File: src/rtl/mbox_host_regs.sv
module mbox_host_regs #(
  parameter int CMD_DEPTH = 8,
  parameter int RSP_DEPTH = 16,
  parameter int FS_LAG    = 3
) (
  input  logic        clk,
  input  logic        rst,
  input  logic [3:0]  avm_addr,
  input  logic        avm_wr,
  input  logic        avm_rd,
  input  logic [31:0] avm_wdata,
  output logic [31:0] avm_rdata,
  output logic        avm_rvalid,
  output logic        irq,
  output logic        cmd_valid,
  input  logic        cmd_ready,
  output logic [31:0] cmd_data,
  output logic        cmd_sop,
  output logic        cmd_eop,
  input  logic        rsp_valid,
  output logic        rsp_ready,
  input  logic [31:0] rsp_data,
  input  logic        rsp_sop,
  input  logic        rsp_eop
);
  localparam int CAW = $clog2(CMD_DEPTH);
  localparam int CCW = $clog2(CMD_DEPTH + 1);
  localparam int RAW = $clog2(RSP_DEPTH);
  localparam int RCW = $clog2(RSP_DEPTH + 1);
  localparam int FSN = FS_LAG - 1;
  localparam logic [5:0] IER_MASK = 6'b111011;

  logic [33:0]    cmem [CMD_DEPTH];
  logic [CAW-1:0] cwp, crp;
  logic [CCW-1:0] ccnt;
  logic           mid_pkt;
  logic [33:0]    rmem [RSP_DEPTH];
  logic [RAW-1:0] rwp, rrp;
  logic [RCW-1:0] rcnt;
  logic [CCW-1:0] fs_q [FSN];
  logic [5:0]     ier;
  logic [5:0]     isr;

  wire cwr   = avm_wr && (avm_addr == 4'd0 || avm_addr == 4'd1);
  wire cfull = (ccnt == CCW'(CMD_DEPTH));
  wire cpush = cwr && !cfull;
  wire cpop  = cmd_valid && cmd_ready;
  wire rpush = rsp_valid && rsp_ready;
  wire rpop  = avm_rd && avm_addr == 4'd5 && rcnt != '0;

  assign cmd_valid = (ccnt != '0);
  assign {cmd_sop, cmd_eop, cmd_data} = cmem[crp];
  assign rsp_ready = (rcnt != RCW'(RSP_DEPTH));
  assign isr = {4'b0000, !cfull, rcnt != '0};
  assign irq = |(isr & ier);

  always_ff @(posedge clk)
    if (cpush) cmem[cwp] <= {!mid_pkt, avm_addr == 4'd1, avm_wdata};

  always_ff @(posedge clk)
    if (rpush) rmem[rwp] <= {rsp_sop, rsp_eop, rsp_data};

  always_ff @(posedge clk) begin
    if (rst) begin
      cwp <= '0; crp <= '0; ccnt <= '0; mid_pkt <= 1'b0;
    end else begin
      if (cpush) begin
        cwp     <= (cwp == CAW'(CMD_DEPTH - 1)) ? '0 : cwp + 1'b1;
        mid_pkt <= (avm_addr == 4'd0);
      end
      if (cpop) crp <= (crp == CAW'(CMD_DEPTH - 1)) ? '0 : crp + 1'b1;
      if (cpush && !cpop) ccnt <= ccnt + 1'b1;
      else if (cpop && !cpush) ccnt <= ccnt - 1'b1;
    end
  end

  always_ff @(posedge clk) begin
    if (rst) begin
      rwp <= '0; rrp <= '0; rcnt <= '0;
    end else begin
      if (rpush) rwp <= (rwp == RAW'(RSP_DEPTH - 1)) ? '0 : rwp + 1'b1;
      if (rpop)  rrp <= (rrp == RAW'(RSP_DEPTH - 1)) ? '0 : rrp + 1'b1;
      if (rpush && !rpop) rcnt <= rcnt + 1'b1;
      else if (rpop && !rpush) rcnt <= rcnt - 1'b1;
    end
  end

  always_ff @(posedge clk) begin
    if (rst) begin
      for (int i = 0; i < FSN; i++) fs_q[i] <= CCW'(CMD_DEPTH);
    end else begin
      fs_q[0] <= CCW'(CMD_DEPTH) - ccnt;
      for (int i = 1; i < FSN; i++) fs_q[i] <= fs_q[i-1];
    end
  end

  always_ff @(posedge clk) begin
    if (rst) ier <= '0;
    else if (avm_wr && avm_addr == 4'd7) ier <= avm_wdata[5:0] & IER_MASK;
  end

  always_ff @(posedge clk) begin
    if (rst) begin
      avm_rvalid <= 1'b0;
      avm_rdata  <= '0;
    end else begin
      avm_rvalid <= avm_rd;
      if (avm_rd) begin
        case (avm_addr)
          4'd2: avm_rdata <= 32'(fs_q[FSN-1]);
          4'd5: avm_rdata <= (rcnt != '0) ? rmem[rrp][31:0] : 32'd0;
          4'd6: avm_rdata <= (rcnt != '0) ?
                             ((32'(rcnt) << 2) | {30'd0, rmem[rrp][32], rmem[rrp][33]}) : 32'd0;
          4'd7: avm_rdata <= 32'(ier);
          4'd8: avm_rdata <= 32'(isr);
          default: avm_rdata <= 32'd0;
        endcase
      end
    end
  end


  rd_latency_chk: assert property (@(posedge clk) disable iff (rst)
    avm_rd |=> avm_rvalid);

  no_spurious_rvalid_chk: assert property (@(posedge clk) disable iff (rst)
    !avm_rd |=> !avm_rvalid);

  cmd_bound_chk: assert property (@(posedge clk) disable iff (rst)
    ccnt <= CCW'(CMD_DEPTH));

  full_drop_chk: assert property (@(posedge clk) disable iff (rst)
    (cwr && cfull && !cmd_ready) |=> (ccnt == CCW'(CMD_DEPTH)));

  empty_pop_zero_chk: assert property (@(posedge clk) disable iff (rst)
    (avm_rd && avm_addr == 4'd5 && rcnt == '0) |=> avm_rdata == 32'd0);

  empty_pop_keep_chk: assert property (@(posedge clk) disable iff (rst)
    (avm_rd && avm_addr == 4'd5 && rcnt == '0 && !rsp_valid) |=> rcnt == '0);

  irq_needs_enable_chk: assert property (@(posedge clk) disable iff (rst)
    irq |-> ier != '0);
endmodule

File: config.mk
export PLATFORM = sky130hd
export DESIGN_NAME = mbox_host_regs
export DESIGN_NICKNAME = d
export VERILOG_FILES = /design/src/rtl/mbox_host_regs.sv
export SDC_FILE = /design/constraint.sdc
export NUM_CORES = 1
export LEC_CHECK = 0
export CAP_MARGIN = 20
export CORE_UTILIZATION = 50
export CTS_CLUSTER_DIAMETER = 30
export DETAILED_ROUTE_END_ITERATION = 7
export PLACE_DENSITY_LB_ADDON = 0.05
export SLEW_MARGIN = 20
export SYNTH_ARGS = -nofsm -noshare
export SYNTH_HDL_FRONTEND = slang
export SYNTH_SLANG_ARGS = --single-unit
File: constraint.sdc
create_clock -name clk -period 6.26 [get_ports clk]
set_input_delay 0.626 -clock clk [delete_from_list [all_inputs] [get_ports clk]]
set_output_delay 0.626 -clock clk [all_outputs]
set_load 0.01 [all_outputs]
==> After elaboration in Yosys (flattened, before gate mapping) <==
Memory sizes are Yosys's and may differ from the RTL's. A register that Yosys moved wholly into a read port is not among the register bits.
Index checks and enable logic that the tools add are counted.
W data, S select, Z words.
{ "word_totals": {"register_bits": 62, "ramBits": 824, "input_bits": 76, "out_inout_bits": 70, "word_cells": 86, "mem_count": 3} }
{ "mem_list": {"columns": ["memory", "words", "width", "rd", "rd_clocked_by_memory_dff", "write_ports", "line_no", "source"], "rows": [
  ["rmem", 16, 34, 1, 1, 1, "37", "logic [33:0] rmem [RSP_DEPTH];"],
  ["cmem", 8, 34, 1, 1, 1, "33", "logic [33:0] cmem [CMD_DEPTH];"],
  ["fs_q", 2, 4, 2, 0, 2, "40", "logic [CCW-1:0] fs_q [FSN];"]
]} }
{ "classes": {"add_sub_neg": 9, "n_eq_ne": 12, "mux": 24, "n_bitwise": 4, "n_reduce_logical": 24} }
{ "ops": {"columns": ["cell", "count"], "rows": [
  ["$pmux W32 S5", 1],
  ["$mux W32", 1],
  ["$mux W4", 8],
  ["$eq A4 B4 Y1 const B", 4],
  ["$add A4 B1 Y4 const B", 3],
  ["$eq A4 B3 Y1 const B", 3],
  ["$mux W3", 4],
  ["$logic_and A1 B1 Y1", 11],
  ["$mux W5", 2],
  ["$mux W1", 7],
  ["$mux W7", 1],
  ["$or A7 B2 Y7", 1],
  ["$add A3 B1 Y3 const B", 2],
  ["$and A2 B6 Y6", 1],
  ["$eq A3 B3 Y1 const B", 2],
  ["$logic_not A1 Y1", 6],
  ["$reduce_or A6 Y1", 1],
  ["$add A5 B1 Y5 const B", 1],
  ["$ne A5 B5 Y1 const B", 1],
  ["$reduce_bool A5 Y1", 1],
  ["$sub A5 B1 Y5 const B", 1],
  ["$eq A4 B1 Y1 const B", 1],
  ["$eq A4 B2 Y1 const B", 1],
  ["$logic_not A4 Y1", 1],
  ["6 further kinds", 8]
]} }

==> Logic depth before layout (Yosys ltp) <==
{ "logic_depth": {"depth_word": 8, "depth_mapped": 13, "ltp_nobuf": 13} }

==> Least setup slack after synthesis <==
OpenSTA, ideal clock, no wires.
{ "synth_path": {"path_kind": "in2reg", "start": "in avm_addr[2]", "end": "mem cmem[0][0] (enable)", "setup_ns": 0.510, "t_arrival_ns": 4.578, "required_time_ns": 5.750, "path_slack_ns": 1.172, "path_stages": 5, "n_path_buf": 2, "path_cell_list": "buf_2 > nor3_1 > nand3_1 > clkbuf_1 > nor4_1"} }
{ "synth_between": {"elab_chain_len": 6, "word_cells_on_any_way": 7, "cone_classes": "1 x eq/ne; 2 x mux; 4 x reduce/logical"} }
{ "synth_rtl": {"columns": ["element", "line_no", "source"], "rows": [
  ["start, declared", "8", "input logic [3:0] avm_addr,"],
  ["$eq A4 B1 Y1 / $logic_not A4 Y1 (equally long branches)", "44", "wire cwr = avm_wr && (avm_addr == 4'd0 || avm_addr == 4'd1);"],
  ["$logic_or A1 B1 Y1 (*)", "44", null],
  ["$logic_and A1 B1 Y1 (*)", "44", null],
  ["$logic_and A1 B1 Y1 (*)", "46", "wire cpush = cwr && !cfull;"],
  ["$mux W1 (*)", "58", "if (cpush) cmem[cwp] <= {!mid_pkt, avm_addr == 4'd1, avm_wdata};"],
  ["$mux W1 (not written as such) (*)", "58", null],
  ["end, declared", "33", null]
]} }
Every way passes the cells marked *; elsewhere a longest branch is shown, timed or not.

==> flow_summary.json <==
{
  "reg2reg_from": "rcnt[0]",
  "area_growth_syn_to_layout_pct": 24.1,
  "cp_top_family": "buffers and inverters",
  "synth_fa_ha_area_share_pct": 0.781,
  "syn_avg_cell_area_um2": 22.2,
  "worst-endpoint-arrival_ps": 3620,
  "powerDensity_mw_per_mm2": 399,
  "synth_edf_count": 816,
  "end_kind": "output port",
  "num_rows": 95,
  "clock_latency_ps": 730,
  "synthesis.area_mm2": 0.0340,
  "drc": 0,
  "synth_ff_type": "edfxtp_1",
  "status": "complete, no violations",
  "hpwlAfterDp_um": 39200,
  "crit_cells": 4,
  "vias": 16200,
  "layout_setup_ws_ps": 2020,
  "ys_ff_latch": 893,
  "postSynthCellCount": 1529,
  "fillers": 4587,
  "drtAntennaViolNets": 0,
  "preCtsSetupSlack_ps": 2460,
  "firstDrtPassIters": 4,
  "gp_congestion": 0.748,
  "yosysTopAreaCell": "edfxtp_1",
  "critical-path-slowest-cell": "dfxtp_4",
  "p_leak_nw": 13.4,
  "cts_resized": 0,
  "htreeDepth": 4,
  "cts_root_buf": "clkbuf_16",
  "rr_worst_depth": 13,
  "max_stage_delay_ps": 850,
  "syn_nets": 1625,
  "dieArea_mm2": 0.0690,
  "grt-ovfl-total": 0,
  "ys_types": 51,
  "fin_setup_tns_ps": 0,
  "antenna_found_initial": 6,
  "postCtsSetupBuffers": 0,
  "final_nets": 1890,
  "die_h_um": 263,
  "critPathKind": "reg -> out",
  "ys_seq_area_share_pct": 76.7,
  "grt_pass1_wl_um": 111000,
  "clock_skew_ps": 35.2,
  "drive_gt1_share_pct": 31.1,
  "initial_utilization_pct": 50.6,
  "synthSimpleGateAreaFrac_pct": 2.03,
  "port_buffers": 145,
  "worstPathRequired_ps": 5630,
  "hold_class": "reg -> reg",
  "synth_xor_area_share_pct": 0.284,
  "endpoint": "cmd_data[12]",
  "routedWlPerCell_um": 26.2,
  "grt_max_degree": 69,
  "cts_sinks": 893,
  "critical_path.max_fanout": 39,
  "finalSetupViolCount": 0,
  "synthTopCellsByArea": "edfxtp_1, mux4_2, dfxtp_1",
  "cts_tree": "built",
  "grt_pass1_vias": 17200,
  "clk_path_buf_depth": 3,
  "drv_slew": 0,
  "peakVddDrop_v": 0.000277,
  "synthArstFlopShare_pct": 0,
  "drv_cap": 0,
  "rsz0062_at_grt": "false",
  "regToRegSetupSlack_ps": 3090,
  "synth.top_cell.area_share_pct": 72.2,
  "clk_pin_slew_ps": 50,
  "finalCriticalPeriod_ps": 4240,
  "max-slew-margin-rel_pct": 29.6,
  "yosys-mux-area-fraction_pct": 17.1,
  "core-area_mm2": 0.0672,
  "postCtsHoldBufs": 0,
  "track_usage_pct": 22.1,
  "path_cells": "buf_4, mux4_2, mux2_2, clkdlybuf4s50_1",
  "io_pins": 146,
  "drtIter0Drc": 1183,
  "yosys-top-cells-count": "edfxtp_1, mux4_2, dfxtp_1",
  "tightest_slew_ps": 1060,
  "regArea_mm2": 0.0261,
  "start_kind": "register",
  "synth_top_family_by_area": "multiplexers",
  "routed_wl_um": 73500,
  "multi_input_area_mm2": 0.00763,
  "synth-compound-area-share_pct": 1.77,
  "hold_viol": 0,
  "period_share_pct": 67.8,
  "post-synth-top-count-cell": "edfxtp_1",
  "yosysWarnings": 0,
  "critPathBufInv": 2,
  "cts_buffers": 160,
  "via_per_inst": 5.77,
  "reg2reg_to": "rcnt[4]",
  "chipWidth_um": 263,
  "max_freq_mhz": 236
}
-- how the worst min path moves through the flow --
stage,start,end,slack [ps],depth (start not counted)
finish,fs_q[0][3],fs_q[0][7],420,1
floorplan,fs_q[0][3],fs_q[0][7],390,1
detailed placement,fs_q[0][3],fs_q[0][7],400,1
global placement,fs_q[0][3],fs_q[0][7],390,1
global route,fs_q[0][3],fs_q[0][7],420,1
CTS,fs_q[0][3],fs_q[0][7],420,1
-- final cells by class --
type / count / share of cell area [%]
well taps: 873 / 2.59
repair buffers: 184 / 4.20
diodes: 2 / 0.0119
flip-flops and latches: 893 / 61.9
clock buffers: 191 / 9.97
multi-input cells: 541 / 18.1
clock inverters: 108 / 3.14
inverters: 14 / 0.125
-- cells in the final DEF, fill, tap and decap left out, types with 9 or more instances in the layout --
master,Yosys,routed
nor2_4,0,16
clkbuf_1,35,25
clkinvlp_4,0,14
buf_4,11,37
mux4_2,229,229
nor3_2,1,10
inv_1,14,14
ha_1,18,18
a21oi_1,26,26
edfxtp_1,816,816
bufinv_16,0,20
dfxtp_1,77,70
nand2_1,34,34
clkbuf_16,0,162
nand3_1,9,9
nor3_1,19,10
clkdlybuf4s50_1,0,145
mux2_2,38,38
a32o_1,25,25
nor2_1,46,30
inv_6,0,9
mux2i_1,11,11
clkinv_2,0,23
nor2b_1,10,9
clkinv_1,0,17
clkinv_4,0,11
-- sequential cells by signal (all words and copies together), names as in the netlist, named ones only --
name        cells
rcnt            5
avm_rdata      32
avm_rvalid      1
rwp             4
crp             3
rmem          544
cwp             3
ier             5
mid_pkt         1
ccnt            4
fs_q            8
rrp             4
cmem          272
-- cells by family (layout without fill, tap and decap cells) --
kind of cell,Yosys count,in the layout
xor+xnor,11,11
flops,893,893
mux,282,282
other cells,0,2
simple gates,145,145
compound gates,83,83
buf+inv,95,497
fa+ha+maj,20,20
-- metrics by stage --
step	area, um^2	cells	power [mW]	hold slack [ps]	util, %
6_report	42100	2806	16.8	418	62.7
5_1_grt	42100	2806	17.4	425	62.7
4_1_cts	42100	2804	17.0	420	62.7
3_5_place_dp	36600	2505	8.32	401	54.5
3_3_place_gp	36600	2504	8.29	395	54.5
2_1_floorplan	34000	1529	7.78	389	-
-- per-layer routing --
| layer | global-route usage [%] | vias up | wire, um |
|---|---|---|---|
| met2 | 36.4 | 422 | 37400 |
| met1 | 29.6 | 8639 | 31200 |
| met3 | 4.70 | 110 | 3530 |
| met4 | 6.93 | 8 | 1330 |
| li1 | - | 7025 | - |
| met5 | 0 | - | 58 |
-- report_power, final --
group	switching, mW	leakage (nW)	internal, mW
clock network	2.97	2.66	5.67
logic	0.636	2.75	0.727
registers	0.137	7.98	6.68
total	3.74	13.4	13.1
Note: power is estimated with default switching activity, not from simulation.
